**src/rtl/ddrw_pkg.sv**
```systemverilog
package ddrw_pkg;

  localparam int unsigned BURST_LEN = 8;

  typedef enum logic [1:0] {
    CMD_NOP   = 2'd0,
    CMD_WRITE = 2'd1,
    CMD_PRE   = 2'd2
  } ddrw_cmd_e;

  // Effective valid-beat count: 1..BURST_LEN
  function automatic logic [3:0] clamp_beats(input logic [3:0] raw);
    if (raw == 4'd0) return 4'd1;
    if (raw > 4'(BURST_LEN)) return 4'(BURST_LEN);
    return raw;
  endfunction

  // Recovery setting: zero is lifted to one clock
  function automatic int unsigned clamp_twr(input int unsigned raw);
    return (raw == 0) ? 1 : raw;
  endfunction

  // Tick of the precharge, counted from the WRITE cycle (tick 0)
  function automatic int unsigned pre_slot(input int unsigned beats,
                                           input int unsigned twr,
                                           input int unsigned wl,
                                           input int unsigned skew);
    int unsigned last_pair;
    last_pair = (beats - 1) / 2;
    return wl + last_pair + skew + twr;
  endfunction

endpackage

```
**src/rtl/ddrw_req_stage.sv**
```systemverilog
module ddrw_req_stage
  import ddrw_pkg::*;
#(
  parameter int DQ_W   = 16,
  parameter int BANK_W = 2,
  parameter int COL_W  = 8,
  parameter int TWR_W  = 3,
  parameter int TICK_W = 4
) (
  input  logic                          clk,
  input  logic                          rst_n,
  input  logic                          req_valid,
  input  logic [BANK_W-1:0]             req_bank,
  input  logic [COL_W-1:0]              req_col,
  input  logic [BURST_LEN*DQ_W-1:0]     req_data,
  input  logic [3:0]                    req_beats,
  input  logic [TWR_W-1:0]              cfg_twr,
  input  logic                          pre_fire,
  output logic                          req_ready,
  output logic                          accept,
  output logic                          busy,
  output logic [TICK_W-1:0]             tick,
  output logic [BANK_W-1:0]             bank_q,
  output logic [COL_W-1:0]              col_q,
  output logic [BURST_LEN*DQ_W-1:0]     data_q,
  output logic [3:0]                    beats_q,
  output logic [TWR_W-1:0]              twr_q
);

  assign req_ready = !busy;
  assign accept    = req_valid && req_ready;

  always_ff @(posedge clk) begin
    if (!rst_n) begin
      busy    <= 1'b0;
      tick    <= '0;
      bank_q  <= '0;
      col_q   <= '0;
      data_q  <= '0;
      beats_q <= 4'd1;
      twr_q   <= TWR_W'(1);
    end else if (accept) begin
      busy    <= 1'b1;
      tick    <= '0;
      bank_q  <= req_bank;
      col_q   <= req_col;
      data_q  <= req_data;
      beats_q <= clamp_beats(req_beats);
      twr_q   <= TWR_W'(clamp_twr(32'(cfg_twr)));
    end else if (busy) begin
      tick <= tick + 1'b1;
      if (pre_fire) busy <= 1'b0;
    end
  end


  ready_back_chk: assert property (@(posedge clk) disable iff (!rst_n)
    pre_fire |=> req_ready);


  hold_fields_chk: assert property (@(posedge clk) disable iff (!rst_n)
    (busy && !pre_fire) |=> ($stable(col_q) && $stable(bank_q) && $stable(data_q)));

endmodule

```
**src/rtl/ddrw_cmd_drive.sv**
```systemverilog
module ddrw_cmd_drive
  import ddrw_pkg::*;
#(
  parameter int BANK_W    = 2,
  parameter int COL_W     = 8,
  parameter int TWR_W     = 3,
  parameter int TICK_W    = 4,
  parameter int WR_LAT    = 1,
  parameter int DQSS_SKEW = 1
) (
  input  logic              clk,
  input  logic              rst_n,
  input  logic              busy,
  input  logic [TICK_W-1:0] tick,
  input  logic [3:0]        beats_q,
  input  logic [TWR_W-1:0]  twr_q,
  input  logic [BANK_W-1:0] bank_q,
  input  logic [COL_W-1:0]  col_q,
  output logic [1:0]        cmd_code,
  output logic [BANK_W-1:0] cmd_bank,
  output logic [COL_W-1:0]  cmd_col,
  output logic              write_fire,
  output logic              pre_fire
);

  logic [TICK_W-1:0] pre_tick;

  assign pre_tick   = TICK_W'(pre_slot(32'(beats_q), 32'(twr_q),
                                       32'(WR_LAT), 32'(DQSS_SKEW)));
  assign write_fire = busy && (tick == '0);
  assign pre_fire   = busy && (tick == pre_tick);

  always_comb begin
    cmd_code = CMD_NOP;
    cmd_bank = '0;
    cmd_col  = '0;
    if (write_fire) begin
      cmd_code = CMD_WRITE;
      cmd_bank = bank_q;
      cmd_col  = col_q;
    end else if (pre_fire) begin
      cmd_code = CMD_PRE;
      cmd_bank = bank_q;
    end
  end


  pre_after_nop_chk: assert property (@(posedge clk) disable iff (!rst_n)
    pre_fire |-> $past(cmd_code) == CMD_NOP);


  single_write_chk: assert property (@(posedge clk) disable iff (!rst_n)
    write_fire |=> !write_fire);

endmodule

```
**src/rtl/ddrw_beat_lane.sv**
```systemverilog
module ddrw_beat_lane
  import ddrw_pkg::*;
#(
  parameter int LANE   = 0,
  parameter int DQ_W   = 16,
  parameter int TICK_W = 4,
  parameter int WR_LAT = 1
) (
  input  logic                      busy,
  input  logic [TICK_W-1:0]         tick,
  input  logic [3:0]                beats_q,
  input  logic [BURST_LEN*DQ_W-1:0] data_q,
  output logic [DQ_W-1:0]           dq,
  output logic                      dm
);

  localparam int PAIRS = BURST_LEN / 2;

  logic       in_burst;
  logic [3:0] beat_idx;
  logic       beat_live;

  assign in_burst  = busy && (32'(tick) >= WR_LAT) && (32'(tick) < WR_LAT + PAIRS);
  assign beat_idx  = 4'(2 * (32'(tick) - WR_LAT) + LANE);
  assign beat_live = in_burst && (beat_idx < beats_q);

  always_comb begin
    dm = 1'b1;
    dq = '0;
    if (beat_live) begin
      dm = 1'b0;
      dq = data_q[32'(beat_idx[2:0]) * DQ_W +: DQ_W];
    end
  end

endmodule

```
**src/rtl/ddrw_trunc_seq.sv**
```systemverilog
module ddrw_trunc_seq
  import ddrw_pkg::*;
#(
  parameter int DQ_W      = 16,
  parameter int BANK_W    = 2,
  parameter int COL_W     = 8,
  parameter int TWR_W     = 3,
  parameter int WR_LAT    = 1,
  parameter int DQSS_SKEW = 1
) (
  input  logic                      clk,
  input  logic                      rst_n,
  input  logic                      req_valid,
  output logic                      req_ready,
  input  logic [BANK_W-1:0]         req_bank,
  input  logic [COL_W-1:0]          req_col,
  input  logic [BURST_LEN*DQ_W-1:0] req_data,
  input  logic [3:0]                req_beats,
  input  logic [TWR_W-1:0]          cfg_twr,
  output logic [1:0]                cmd_code,
  output logic [BANK_W-1:0]         cmd_bank,
  output logic [COL_W-1:0]          cmd_col,
  output logic [2*DQ_W-1:0]         dq_out,
  output logic [1:0]                dm_out
);

  localparam int LANES    = 2;
  localparam int TICK_MAX = WR_LAT + BURST_LEN / 2 + DQSS_SKEW + (1 << TWR_W);
  localparam int TICK_W   = $clog2(TICK_MAX + 1);

  logic                      accept, busy, write_fire, pre_fire;
  logic [TICK_W-1:0]         tick;
  logic [BANK_W-1:0]         bank_q;
  logic [COL_W-1:0]          col_q;
  logic [BURST_LEN*DQ_W-1:0] data_q;
  logic [3:0]                beats_q;
  logic [TWR_W-1:0]          twr_q;

  ddrw_req_stage #(.DQ_W(DQ_W), .BANK_W(BANK_W), .COL_W(COL_W),
                   .TWR_W(TWR_W), .TICK_W(TICK_W)) u_req (
    .clk(clk), .rst_n(rst_n), .req_valid(req_valid), .req_bank(req_bank),
    .req_col(req_col), .req_data(req_data), .req_beats(req_beats),
    .cfg_twr(cfg_twr), .pre_fire(pre_fire), .req_ready(req_ready),
    .accept(accept), .busy(busy), .tick(tick), .bank_q(bank_q),
    .col_q(col_q), .data_q(data_q), .beats_q(beats_q), .twr_q(twr_q)
  );

  ddrw_cmd_drive #(.BANK_W(BANK_W), .COL_W(COL_W), .TWR_W(TWR_W),
                   .TICK_W(TICK_W), .WR_LAT(WR_LAT), .DQSS_SKEW(DQSS_SKEW)) u_cmd (
    .clk(clk), .rst_n(rst_n), .busy(busy), .tick(tick), .beats_q(beats_q),
    .twr_q(twr_q), .bank_q(bank_q), .col_q(col_q), .cmd_code(cmd_code),
    .cmd_bank(cmd_bank), .cmd_col(cmd_col), .write_fire(write_fire),
    .pre_fire(pre_fire)
  );

  for (genvar g = 0; g < LANES; g++) begin : g_lane
    ddrw_beat_lane #(.LANE(g), .DQ_W(DQ_W), .TICK_W(TICK_W), .WR_LAT(WR_LAT)) u_lane (
      .busy(busy), .tick(tick), .beats_q(beats_q), .data_q(data_q),
      .dq(dq_out[g*DQ_W +: DQ_W]), .dm(dm_out[g])
    );
  end


  write_after_accept_chk: assert property (@(posedge clk) disable iff (!rst_n)
    accept |=> cmd_code == CMD_WRITE);


  pre_masked_chk: assert property (@(posedge clk) disable iff (!rst_n)
    (cmd_code == CMD_PRE) |-> (dm_out == 2'b11 && dq_out == '0));


  idle_quiet_chk: assert property (@(posedge clk) disable iff (!rst_n)
    req_ready |-> (cmd_code == CMD_NOP && dm_out == 2'b11));


  one_pre_chk: assert property (@(posedge clk) disable iff (!rst_n)
    (cmd_code == CMD_PRE) |=> (cmd_code != CMD_PRE));

endmodule

```
**config.mk**
```make
export PLATFORM = sky130hd
export DESIGN_NAME = ddrw_trunc_seq
export DESIGN_NICKNAME = d
export VERILOG_FILES = /design/src/rtl/ddrw_pkg.sv /design/src/rtl/ddrw_req_stage.sv /design/src/rtl/ddrw_cmd_drive.sv /design/src/rtl/ddrw_beat_lane.sv /design/src/rtl/ddrw_trunc_seq.sv
export SDC_FILE = /design/constraint.sdc
export NUM_CORES = 1
export LEC_CHECK = 0
export BUFFER_PORTS_ARGS = -buffer_cell sky130_fd_sc_hd__buf_2
export CAP_MARGIN = 0
export CELL_PAD_IN_SITES_DETAIL_PLACEMENT = 1
export CELL_PAD_IN_SITES_GLOBAL_PLACEMENT = 1
export CORE_ASPECT_RATIO = 1.2
export CORE_UTILIZATION = 35
export CTS_CLUSTER_SIZE = 40
export DETAILED_ROUTE_END_ITERATION = 8
export GPL_ROUTABILITY_DRIVEN = 1
export PLACE_DENSITY_LB_ADDON = 0.3
export SLEW_MARGIN = 15
export SYNTH_ARGS = -nofsm -noshare
export SYNTH_HDL_FRONTEND = slang
export SYNTH_HIERARCHICAL = 1
export SYNTH_SLANG_ARGS = --single-unit
```
**constraint.sdc**
```tcl
create_clock -name clk -period 8 [get_ports clk]
set_input_delay 0.8 -clock clk [delete_from_list [all_inputs] [get_ports clk]]
set_output_delay 0.8 -clock clk [all_outputs]
set_load 0.01 [all_outputs]
```
### Word-level counts from Yosys, hierarchy flattened

Cells that the tools add are included.

| word-level totals | value |
|---|---|
| flip-flop bits (word level) | 150 |
| bits of input ports | 148 |
| output and inout bits | 47 |
| logic and storage cells | 59 |

| operators by class | value |
|---|---|
| add/sub/neg operators | 7 |
| $lt $le $gt $ge | 5 |
| equality and inequality tests | 1 |
| shifts and indexed selects | 2 |
| multiplexer cells | 24 |
| bitwise logic cells | 1 |
| reductions and logical operators | 12 |

Operators by type and width:

| kind | count |
|---|---|
| indexed part select 128 x 8 -> 16 bit | 2 |
| 2-to-1 mux 16 bit | 2 |
| 2-to-1 mux 4 bit | 4 |
| adder 4 x 1 -> 4 bit, second input constant | 3 |
| 2-to-1 mux 1 bit | 12 |
| logical NOT 4 bit | 2 |
| less-than comparator 4 bit | 2 |
| 2-to-1 mux 2 bit | 4 |
| 2-to-1 mux 8 bit | 1 |
| logical AND 1 bit | 7 |
| subtractor 4 x 1 -> 5 bit, second input constant | 1 |
| adder 1 x 4 -> 4 bit, first input constant | 1 |
| adder 4 x 3 -> 4 bit | 1 |
| equality test 4 bit | 1 |
| >= comparator 4 x 1 -> 1 bit, second input constant | 1 |
| greater-than comparator 4 bit, second input constant | 1 |
| less-than comparator 4 x 3 -> 1 bit, second input constant | 1 |
| logical NOT 3 bit | 1 |
| 2-to-1 mux 3 bit | 1 |
| subtractor 3 x 1 -> 3 bit, second input constant | 1 |
| OR reduction 2 bit | 1 |
| logical NOT 1 bit | 1 |
| inverter 1 bit | 1 |

### Logic depth before layout (Yosys ltp)

Gate-level depths: netlist of run 1.

| logic depth | value |
|---|---|
| depth in word-level cells | 9 |
| gate-level depth with buffers | 13 |
| gate-level depth less buffers | 13 |

### Cells and area by module

The synthesis of run 1 kept the hierarchy.

Modules (own cells, without submodules):

| module | instances | cells an instance | area each (um^2) | sequential area each (um^2) |
|---|---|---|---|---|
| ddrw_req_stage | 1 | 655 | 5,709.2 | 3,002.9 |
| ddrw_beat_lane (g_lane[0].u_lane) | 1 | 58 | 709.4 | 0.0 |
| ddrw_beat_lane (g_lane[1].u_lane) | 1 | 55 | 683.2 | 0.0 |
| ddrw_cmd_drive | 1 | 39 | 304.0 | 0.0 |

### Least setup slack after synthesis of run 1

No wires, ideal clock.

| timing | value |
|---|---|
| kind | register -> output |
| start point | reg u_req.tick[0] |
| end point | out dq_out[21] |
| data arrival time | 2.678 ns |
| required time | 7.200 ns |
| setup slack | 4.522 ns |
| stages on the path, launching flop included | 13 |
| buffers on the path | 5 |
| cell sequence | dfxtp_1 -> buf_6 -> buf_6 -> inv_1 -> ha_1 -> buf_2 -> buf_2 -> inv_1 -> ha_1 -> a21boi_0 -> o21a_1 -> buf_2 -> nor3b_1 |

| between the ends | value |
|---|---|
| longest elaborated chain between the ends | 5 |
| elaborated cells between the ends (all ways) | 10 |
| those cells by class | 2 x add/sub; 3 x order compare; 1 x shift; 1 x mux; 3 x reduce/logical |

Ends and longest elaborated chain:

| what | RTL line | RTL |
|---|---|---|
| start: declaration | ddrw_req_stage.sv:22 | `output logic [TICK_W-1:0] tick,` |
| start signal: assignment | ddrw_req_stage.sv:51 | `tick <= tick + 1'b1;` |
| parallel branches: the longest is 4 deep, another holds adder 4 x 1 -> 4 bit | - |  |
| 2-to-1 mux 16 bit * | ddrw_beat_lane.sv:30 | `if (beat_live) begin` |
| end: declaration | ddrw_trunc_seq.sv:23 | `output logic [2*DQ_W-1:0] dq_out,` |

Every way passes the cells marked *.

### Worst setup path in the final report of run 1

| timing | value |
|---|---|
| start point | reg u_req.tick[0] |
| end point | out dm_out[0] |

| between the ends | value |
|---|---|
| longest elaborated chain between the ends | 5 |
| elaborated cells between the ends (all ways) | 8 |
| those cells by class | 1 x add/sub; 3 x order compare; 1 x mux; 3 x reduce/logical |

Ends and longest elaborated chain:

| what | RTL line | RTL |
|---|---|---|
| parallel branches: the longest is 3 deep, another holds less-than comparator 4 bit | - |  |
| logical AND 1 bit * | ddrw_beat_lane.sv:25 | `assign beat_live = in_burst && (beat_idx < beats_q);` |
| 2-to-1 mux 1 bit * | ddrw_beat_lane.sv:30 |  |
| end: declaration | ddrw_trunc_seq.sv:24 | `output logic [1:0] dm_out` |

Marks and branches as above.

==> results of run 1 <==
final timing paths:
kind / startpoint / to / slack, ns / depth (start not counted)
worst max-delay path: u_req/tick[0] / dm_out[0] / 3.48 / 8
worst min-delay path: u_req/data_q[39] / u_req/data_q[39] / 0.45 / 2
worst max register to register: u_req/busy / u_req/data_q[96] / 4.73 / 5
worst min register to register: u_req/data_q[39] / u_req/data_q[39] / 0.45 / 2
power breakdown:
group          switching (mW)  total [mW]  internal [mW]
Clock                   0.329       0.853          0.524
Sequential             0.0281       0.819          0.791
Combinational           0.140       0.261          0.121
Total                   0.497        1.93           1.44
metrics by stage:
stage | power (mW) | area [um^2]
floorplan | 1.020 | 7406
global placement | 1.095 | 8325
detailed placement | 1.102 | 8325
CTS | 1.966 | 8952
global route | 2.028 | 8952
finish | 1.933 | 8955
synthesized netlist by cell type, drive strengths merged, types with 2 or more instances:
| cell | n | area share |
|---|---|---|
| a21boi | 144 | 0.15 |
| a21oi | 2 | 0.0014 |
| and2 | 8 | 0.0068 |
| buf | 46 | 0.048 |
| clkbuf | 17 | 0.0086 |
| dfxtp | 150 | 0.41 |
| ha | 15 | 0.025 |
| inv | 21 | 0.011 |
| mux4 | 32 | 0.10 |
| nand2 | 287 | 0.15 |
| nand2b | 3 | 0.0035 |
| nand3b | 2 | 0.0020 |
| nand4 | 2 | 0.0017 |
| nor2 | 6 | 0.0034 |
| nor2b | 3 | 0.0025 |
| nor3 | 3 | 0.0020 |
| nor3b | 37 | 0.038 |
| o211a | 2 | 0.0027 |
| o21a | 4 | 0.0041 |
| o21ai | 2 | 0.0014 |
| or2 | 2 | 0.0017 |
| or3b | 2 | 0.0024 |
| xnor2 | 5 | 0.0059 |
| xor2 | 5 | 0.0059 |
sequential cells by signal, summed over array words and instances (netlist names):
signal         cells
u_req/data_q     128
u_req/bank_q       2
u_req/col_q        8
u_req/tick         4
u_req/busy         1
u_req/twr_q        3
u_req/beats_q      4
routing by layer:
metal,track usage,part of all wire,up-vias
li1,-,-,3007
met1,0.2341,0.44,2835
met3,0.04175,0.051,13
met4,0.05056,0.010,2
met2,0.3290,0.50,131
met5,0,0.00085,-
final cells by class:
class | instances | area, um^2
Timing Repair Buffer | 198 | 1003
Tap cell | 265 | 331.6
Antenna cell | 1 | 2.502
Clock inverter | 14 | 201.4
Multi-Input combinational cell | 573 | 3905
Inverter | 21 | 81.33
Sequential cell | 150 | 3004
Fill cell | 2445 | 11510
Clock buffer | 17 | 425.4
cells by family (layout without fill, tap and decap cells):
kind of cell / count (synthesis) / in the layout / share of synthesized area
buffers and inverters: 84 / 250 / 0.06809
multiplexers: 32 / 32 / 0.1044
AND/OR/NAND/NOR: 358 / 358 / 0.2154
adder cells (fa/ha/maj): 16 / 16 / 0.02805
AO/OA/AOI/OAI: 156 / 156 / 0.1637
flip-flops: 150 / 150 / 0.4055
other: 0 / 1 / 0
XOR/XNOR: 11 / 11 / 0.01487
worst max-delay path: stages (launching register included):
cell and delay [ns]:
dfxtp_2 0.72, inv_1 0.14, ha_1 0.85, inv_1 0.11, ha_1 0.21, nand2_1 0.08, o2111ai_2 0.54, or2_2 0.51
buf_2 0.14
==> flow_summary.json, run 1 <==
{
  "final_cell_mix": "277 x nand2_1, 193 x buf_2, 149 x dfxtp_1",
  "hold_path.class": "reg -> reg",
  "ys.flop_type": "dfxtp_1",
  "drc": 0,
  "std_cell_rows": 57,
  "port_buffers": 194,
  "ys_seq_area_frac": 0.4055,
  "die_h_um": 161.3,
  "wl_per_cell_um": 16.07,
  "hold_viol": 0,
  "clkTransAtPathRegs_ns": 0.06,
  "postSynthAreaPerCell_um2": 9.177,
  "finClkSkew_ns": 0.006580,
  "vias": 5988,
  "start_util": 0.3618,
  "setup_viol": 0,
  "clock_tree.htree_level_count": 4,
  "cts_resized": 0,
  "hpwl_mm": 13.65,
  "synth-edff-count": 0,
  "die_w_um": 134.8,
  "syn_area_um2": 7406,
  "rsz0062_at_grt": "false",
  "tightest_slew_ns": 1.050,
  "p_leak_nw": 3.730,
  "fin_util": 0.4375,
  "synth.distinct_cells": 43,
  "synth_fp_nets": 971,
  "cts.sink_count": 150,
  "cts_setup_buffers": 0,
  "cp.arrival_ns": 3.72,
  "ioPinCount": 195,
  "peakVddDrop_mv": 0.1431,
  "crit_fanout": 21,
  "dp_cells": 1207,
  "power.density_nw_per_um2": 215.8,
  "period_needed_ns": 4.523,
  "routed_wirelength_mm": 19.91,
  "core_um2": 20470,
  "start_kind": "register",
  "nets": 1125,
  "ant_nets": 0,
  "die_area_um2": 21750,
  "grt-ovfl-total": 0,
  "clock_latency_ns": 0.42,
  "whs_ns": 0.4484,
  "layout.cells.non_filler": 1239,
  "critPathKind": "reg -> out",
  "min_period_over_period": 0.5653,
  "synth-seq-cells": 150,
  "ys_warn_count": 6,
  "cts_root_buffer": "clkbuf_16",
  "drv_slew": 0,
  "cts_tree": "built",
  "pre_cts_ws_ns": 3.920,
  "finalWorstSetupSlack_ns": 3.477,
  "slew_headroom": 0.2943,
  "drtIter0Drc": 204,
  "area_delta_synth_final_pct": 20.92,
  "maxCapViolations": 0,
  "antenna_found_initial": 2,
  "clock.fmax_mhz": 221.1,
  "fin_setup_tns_ns": 0,
  "cts_buffers": 17,
  "drt_pass1_iterations": 5,
  "endpoint_kind": "output port",
  "via_per_inst": 4.833,
  "grt_util_all_layers": 0.1892,
  "synth-async-reset-ratio": 0,
  "routabilityCongestion": 0.7512,
  "synth_cells": 807,
  "clockBufferDepth": 2,
  "layout_commonest_cell": "nand2_1",
  "hold_buffers": 0,
  "drive_gt1_frac": 0.2857,
  "grt_pass1_vias": 6237,
  "grt_max_degree": 101,
  "status": "completed",
  "cp.required_ns": 7.20,
  "grt_pass1_wl_mm": 31.87
}
Note: power is estimated with default switching activity, not from simulation.
==> run 2, diff against run 1 <==
clock period = 3.7 ns   (was 8 ns; I/O delays follow)
==> flow_summary.json, run 2 (synthesis results as in run 1) <==
{
  "power_switching_mw": 1.090,
  "via_per_inst": 4.895,
  "reg2reg_depth": 13,
  "ant_nets": 0,
  "hpwl_mm": 13.84,
  "drv_slew": 0,
  "fin_setup_tns_ns": 0,
  "comb_power_share": 0.142,
  "switching_share": 0.2640,
  "regMostFlops": "u_req/data_q",
  "rsz0062_at_grt": "false",
  "final_cell_mix": "277 x nand2_1, 193 x buf_2, 149 x dfxtp_1",
  "setup_viol": 0,
  "hp-start": "req_data[13]",
  "ioPinCount": 195,
  "globalRouteMet1Util": 0.2448,
  "maxCapViolations": 0,
  "area_delta_synth_final_pct": 21.63,
  "hold_buffers": 0,
  "reg_top3": "u_req/data_q (128), u_req/col_q (8)",
  "status": "completed",
  "clkTransAtPathRegs_ns": 0.06,
  "p_seq_frac": 0.427,
  "clock.fmax_mhz": 292.9,
  "clock_latency_ns": 0.41,
  "met2_usage": 0.3339,
  "routed_wirelength_mm": 20.57,
  "min_period_over_period": 0.9227,
  "routabilityCongestion": 0.7599,
  "power.density_nw_per_um2": 458.4,
  "grt-ovfl-total": 0,
  "period_needed_ns": 3.414,
  "vias": 6104,
  "hold_viol": 0,
  "cp.arrival_ns": 3.04,
  "die_w_um": 134.8,
  "p_leak_nw": 3.772,
  "finClkSkew_ns": 0.007201,
  "hold_path.class": "in -> reg",
  "critPathKind": "reg -> out",
  "cts_setup_buffers": 0,
  "drive_gt1_frac": 0.2898,
  "die_area_um2": 21750,
  "std_cell_rows": 57,
  "tightest_slew_ns": 0.9923,
  "rr_startpoint": "u_req/beats_q[1]",
  "cts_resized": 0,
  "slew_headroom": 0.3330,
  "wl_per_cell_um": 16.50,
  "endpoint_kind": "output port",
  "clockBufferDepth": 2,
  "met3_usage": 0.04551,
  "pwr-share-clk": 0.432,
  "crit_fanout": 5,
  "die_h_um": 161.3,
  "pre_cts_ws_ns": 0.7297,
  "clock_tree.htree_level_count": 4,
  "grt_pass1_vias": 6367,
  "cts_root_buffer": "clkbuf_16",
  "whs_ns": 0.1900,
  "drt_pass1_iterations": 4,
  "grt_util_all_layers": 0.1953,
  "port_buffers": 194,
  "total_power_mw": 4.129,
  "drtIter0Drc": 282,
  "min_path_cells": 3,
  "cts_tree": "built",
  "cts.sink_count": 150,
  "cp.required_ns": 3.33,
  "grt_pass1_wl_mm": 32.97,
  "start_util": 0.3618,
  "peakVddDrop_mv": 0.2928,
  "layout_commonest_cell": "nand2_1",
  "cts_buffers": 17,
  "grt_max_degree": 148,
  "core_um2": 20470,
  "start_kind": "register",
  "busiest_layer": "met2",
  "startpoint": "u_req/beats_q[1]",
  "antenna_found_initial": 5,
  "largest_reg_flops": 128,
  "finalWorstSetupSlack_ns": 0.2860,
  "nets": 1131,
  "drc": 0,
  "p_int_mw": 3.039
}
[run 2: changes by cell type in the layout (fill, tap and decap cells not counted)]
cell,previous run,this run
buf_4,5,9
bufinv_16,4,2
clkinv_4,2,3
clkinvlp_4,5,2
inv_6,3,4
buf_12,0,2
clkbuf_1,0,1
clkbuf_8,0,3
diode_2,1,2
[run 2: area by class of cell]
cell class / count / area [um^2]
fillers: 2432 / 11460
multi-input cells: 573 / 3905
diodes: 2 / 5.005
clock buffers: 21 / 470.5
inverters: 21 / 81.33
well taps: 265 / 331.6
repair buffers: 204 / 1074
flip-flops and latches: 150 / 3004
clock inverters: 11 / 136.4
[run 2: final timing paths]
check / endpoint / slack [ns]
setup / recovery: cmd_bank[1] / 0.29
hold / removal: u_req/data_q[13] / 0.19
setup reg to reg: u_req/busy / 1.01
hold reg to reg: u_req/data_q[80] / 0.45
[run 2: power by group through the flow]
stage	Clock [mW]	Sequential (mW)	Combinational, mW
floorplan	0	1.78	0.426
global placement	0	1.79	0.584
detailed placement	0	1.80	0.594
CTS	1.83	1.76	0.597
global route	1.91	1.77	0.654
finish	1.78	1.76	0.585
[run 2: routing by layer]
layer,wire (um),vias to the layer above,part of all wire
met2,10100,111,0.49
met4,227,6,0.011
met5,33,-,0.0016
met1,9401,2941,0.46
li1,-,3032,-
met3,809,14,0.039
[run 2: metrics by stage]
step           instances    util  instance area (um^2)
2_1_floorplan        807       -                  7406
3_3_place_gp        1213  0.4102                  8396
3_5_place_dp        1213  0.4102                  8396
4_1_cts             1245  0.4398                  9002
5_1_grt             1246  0.4399                  9005
6_report            1247  0.4401                  9007
[run 2: critical path, stage by stage (launching register included)]
cell and delay (ns):
dfxtp_1 0.39, inv_1 0.06, ha_1 0.20, xnor2_1 0.13
ha_1 0.27, inv_1 0.06, ha_1 0.13, inv_1 0.04
fa_1 0.38, xnor3_1 0.37, xor2_1 0.22, nor2_2 0.08
o21a_1 0.17, buf_2 0.13
==> run 3, diff against run 2 <==
CTS_BUF_LIST = sky130_fd_sc_hd__clkbuf_16   (was default)
PLACE_DENSITY = 0.83   (was default)
PLACE_DENSITY_LB_ADDON = default   (was 0.3)
==> flow_summary.json, run 3 (synthesis results as in run 1) <==
{
  "drt_pass1_iterations": 4,
  "core_um2": 20470,
  "reg_top3": "u_req/data_q (128), u_req/col_q (8)",
  "slew_headroom": 0.3467,
  "grt_pass1_wl_mm": 33.63,
  "status": "completed",
  "hpwl_mm": 14.31,
  "clock_tree.htree_level_count": 4,
  "tightest_slew_ns": 0.9799,
  "start_kind": "register",
  "drive_gt1_frac": 0.2878,
  "port_buffers": 194,
  "clock_latency_ns": 0.41,
  "die_h_um": 161.3,
  "cts.sink_count": 150,
  "total_power_mw": 4.164,
  "final_cell_mix": "277 x nand2_1, 193 x buf_2, 149 x dfxtp_1",
  "whs_ns": 0.1856,
  "antenna_found_initial": 5,
  "clkTransAtPathRegs_ns": 0.06,
  "die_w_um": 134.8,
  "hold_viol": 0,
  "power.density_nw_per_um2": 462.5,
  "grt_util_all_layers": 0.1996,
  "die_area_um2": 21750,
  "ant_nets": 0,
  "cp.arrival_ns": 3.08,
  "p_leak_nw": 3.784,
  "area_delta_synth_final_pct": 21.56,
  "via_per_inst": 4.942,
  "grt_pass1_vias": 6640,
  "critPathKind": "reg -> out",
  "cts_root_buffer": "clkbuf_16",
  "cts_resized": 0,
  "maxCapViolations": 0,
  "period_needed_ns": 3.448,
  "largest_reg_flops": 128,
  "drtIter0Drc": 303,
  "cts_tree": "built",
  "std_cell_rows": 57,
  "finClkSkew_ns": 0.007315,
  "min_period_over_period": 0.9319,
  "hold_buffers": 0,
  "drc": 0,
  "routed_wirelength_mm": 20.97,
  "rsz0062_at_grt": "false",
  "fin_setup_tns_ns": 0,
  "cts_setup_buffers": 0,
  "ioPinCount": 195,
  "fin_util": 0.4398,
  "routabilityCongestion": 0.7929,
  "setup_viol": 0,
  "grt-ovfl-total": 0,
  "cts_buffers": 17,
  "wl_per_cell_um": 16.80,
  "endpoint_kind": "output port",
  "peakVddDrop_mv": 0.2963,
  "crit_fanout": 4,
  "grt_max_degree": 145,
  "layout_commonest_cell": "nand2_1",
  "hold_path.class": "in -> reg",
  "regMostFlops": "u_req/data_q",
  "clockBufferDepth": 2,
  "fillerInstances": 2465,
  "start_util": 0.3618,
  "clock.fmax_mhz": 290.0,
  "nets": 1132,
  "vias": 6168,
  "drv_slew": 0,
  "cp.required_ns": 3.33
}
==> run 3: cell count changes in the layout (fill, tap and decap cells not counted) <==
cell        delta
clkbuf_8       -3
clkinv_2       +3
inv_6          -3
buf_4          +2
bufinv_16      +2
inv_1          +2
buf_12         -1
clkbuf_1       -1
clkinvlp_4     -1
diode_2        +1
nor4_1         +1
nor4_2         -1
==> run 3: where the power goes <==
| part | internal, mW | switching [mW] |
|---|---|---|
| Sequential | 1.71 | 0.0538 |
| Clock | 1.12 | 0.687 |
| Combinational | 0.269 | 0.323 |
| Total | 3.10 | 1.06 |
==> run 3: per-layer routing <==
| layer | vias to the layer above | global-route usage | part of all wire |
|---|---|---|---|
| met2 | 140 | 0.3519 | 0.51 |
| li1 | 3031 | - | - |
| met1 | 2963 | 0.2323 | 0.43 |
| met4 | 6 | 0.07508 | 0.015 |
| met5 | - | 0 | 0.0019 |
| met3 | 28 | 0.04708 | 0.041 |
==> run 3: through the flow <==
step                      instance area (um^2)  worst slack (ns)  std cells
after floorplan                           7406            0.6517        807
after global placement                    8384            0.7667       1214
after detailed placement                  8384            0.6759       1214
after CTS                                 8995            0.2084       1245
after global routing                      9000           0.03125       1247
final                                     9002            0.2521       1248
==> run 3: final cells by class <==
type | count | area (um^2) | area share
inverters | 21 | 81.33 | 0.009034
clock inverters | 14 | 185.2 | 0.02057
repair buffers | 205 | 1069 | 0.1187
flip-flops and latches | 150 | 3004 | 0.3337
diodes | 3 | 7.507 | 0.0008339
clock buffers | 17 | 425.4 | 0.04726
multi-input cells | 573 | 3899 | 0.4331
well taps | 265 | 331.6 | 0.03683
==> run 3: path summary, 6_finish.rpt <==
check / from / endpoint / slack [ns] / cells past startpoint
setup / recovery: u_req/beats_q[0] / cmd_bank[0] / 0.25 / 13
hold / removal: req_data[70] / u_req/data_q[70] / 0.19 / 3
setup reg to reg: u_req/beats_q[0] / u_req/busy / 1.01 / 13
hold reg to reg: u_req/data_q[61] / u_req/data_q[61] / 0.45 / 2
==> run 3: critical path, stage by stage (launching register included) <==
cell and delay [ns]:
dfxtp_1 0.38, inv_1 0.06, ha_1 0.22, xnor2_1 0.13, ha_1 0.28, inv_1 0.06
ha_1 0.13, inv_1 0.05, fa_1 0.39, xnor3_1 0.36, xor2_1 0.22, nor2_2 0.08
o21a_1 0.17, buf_2 0.13
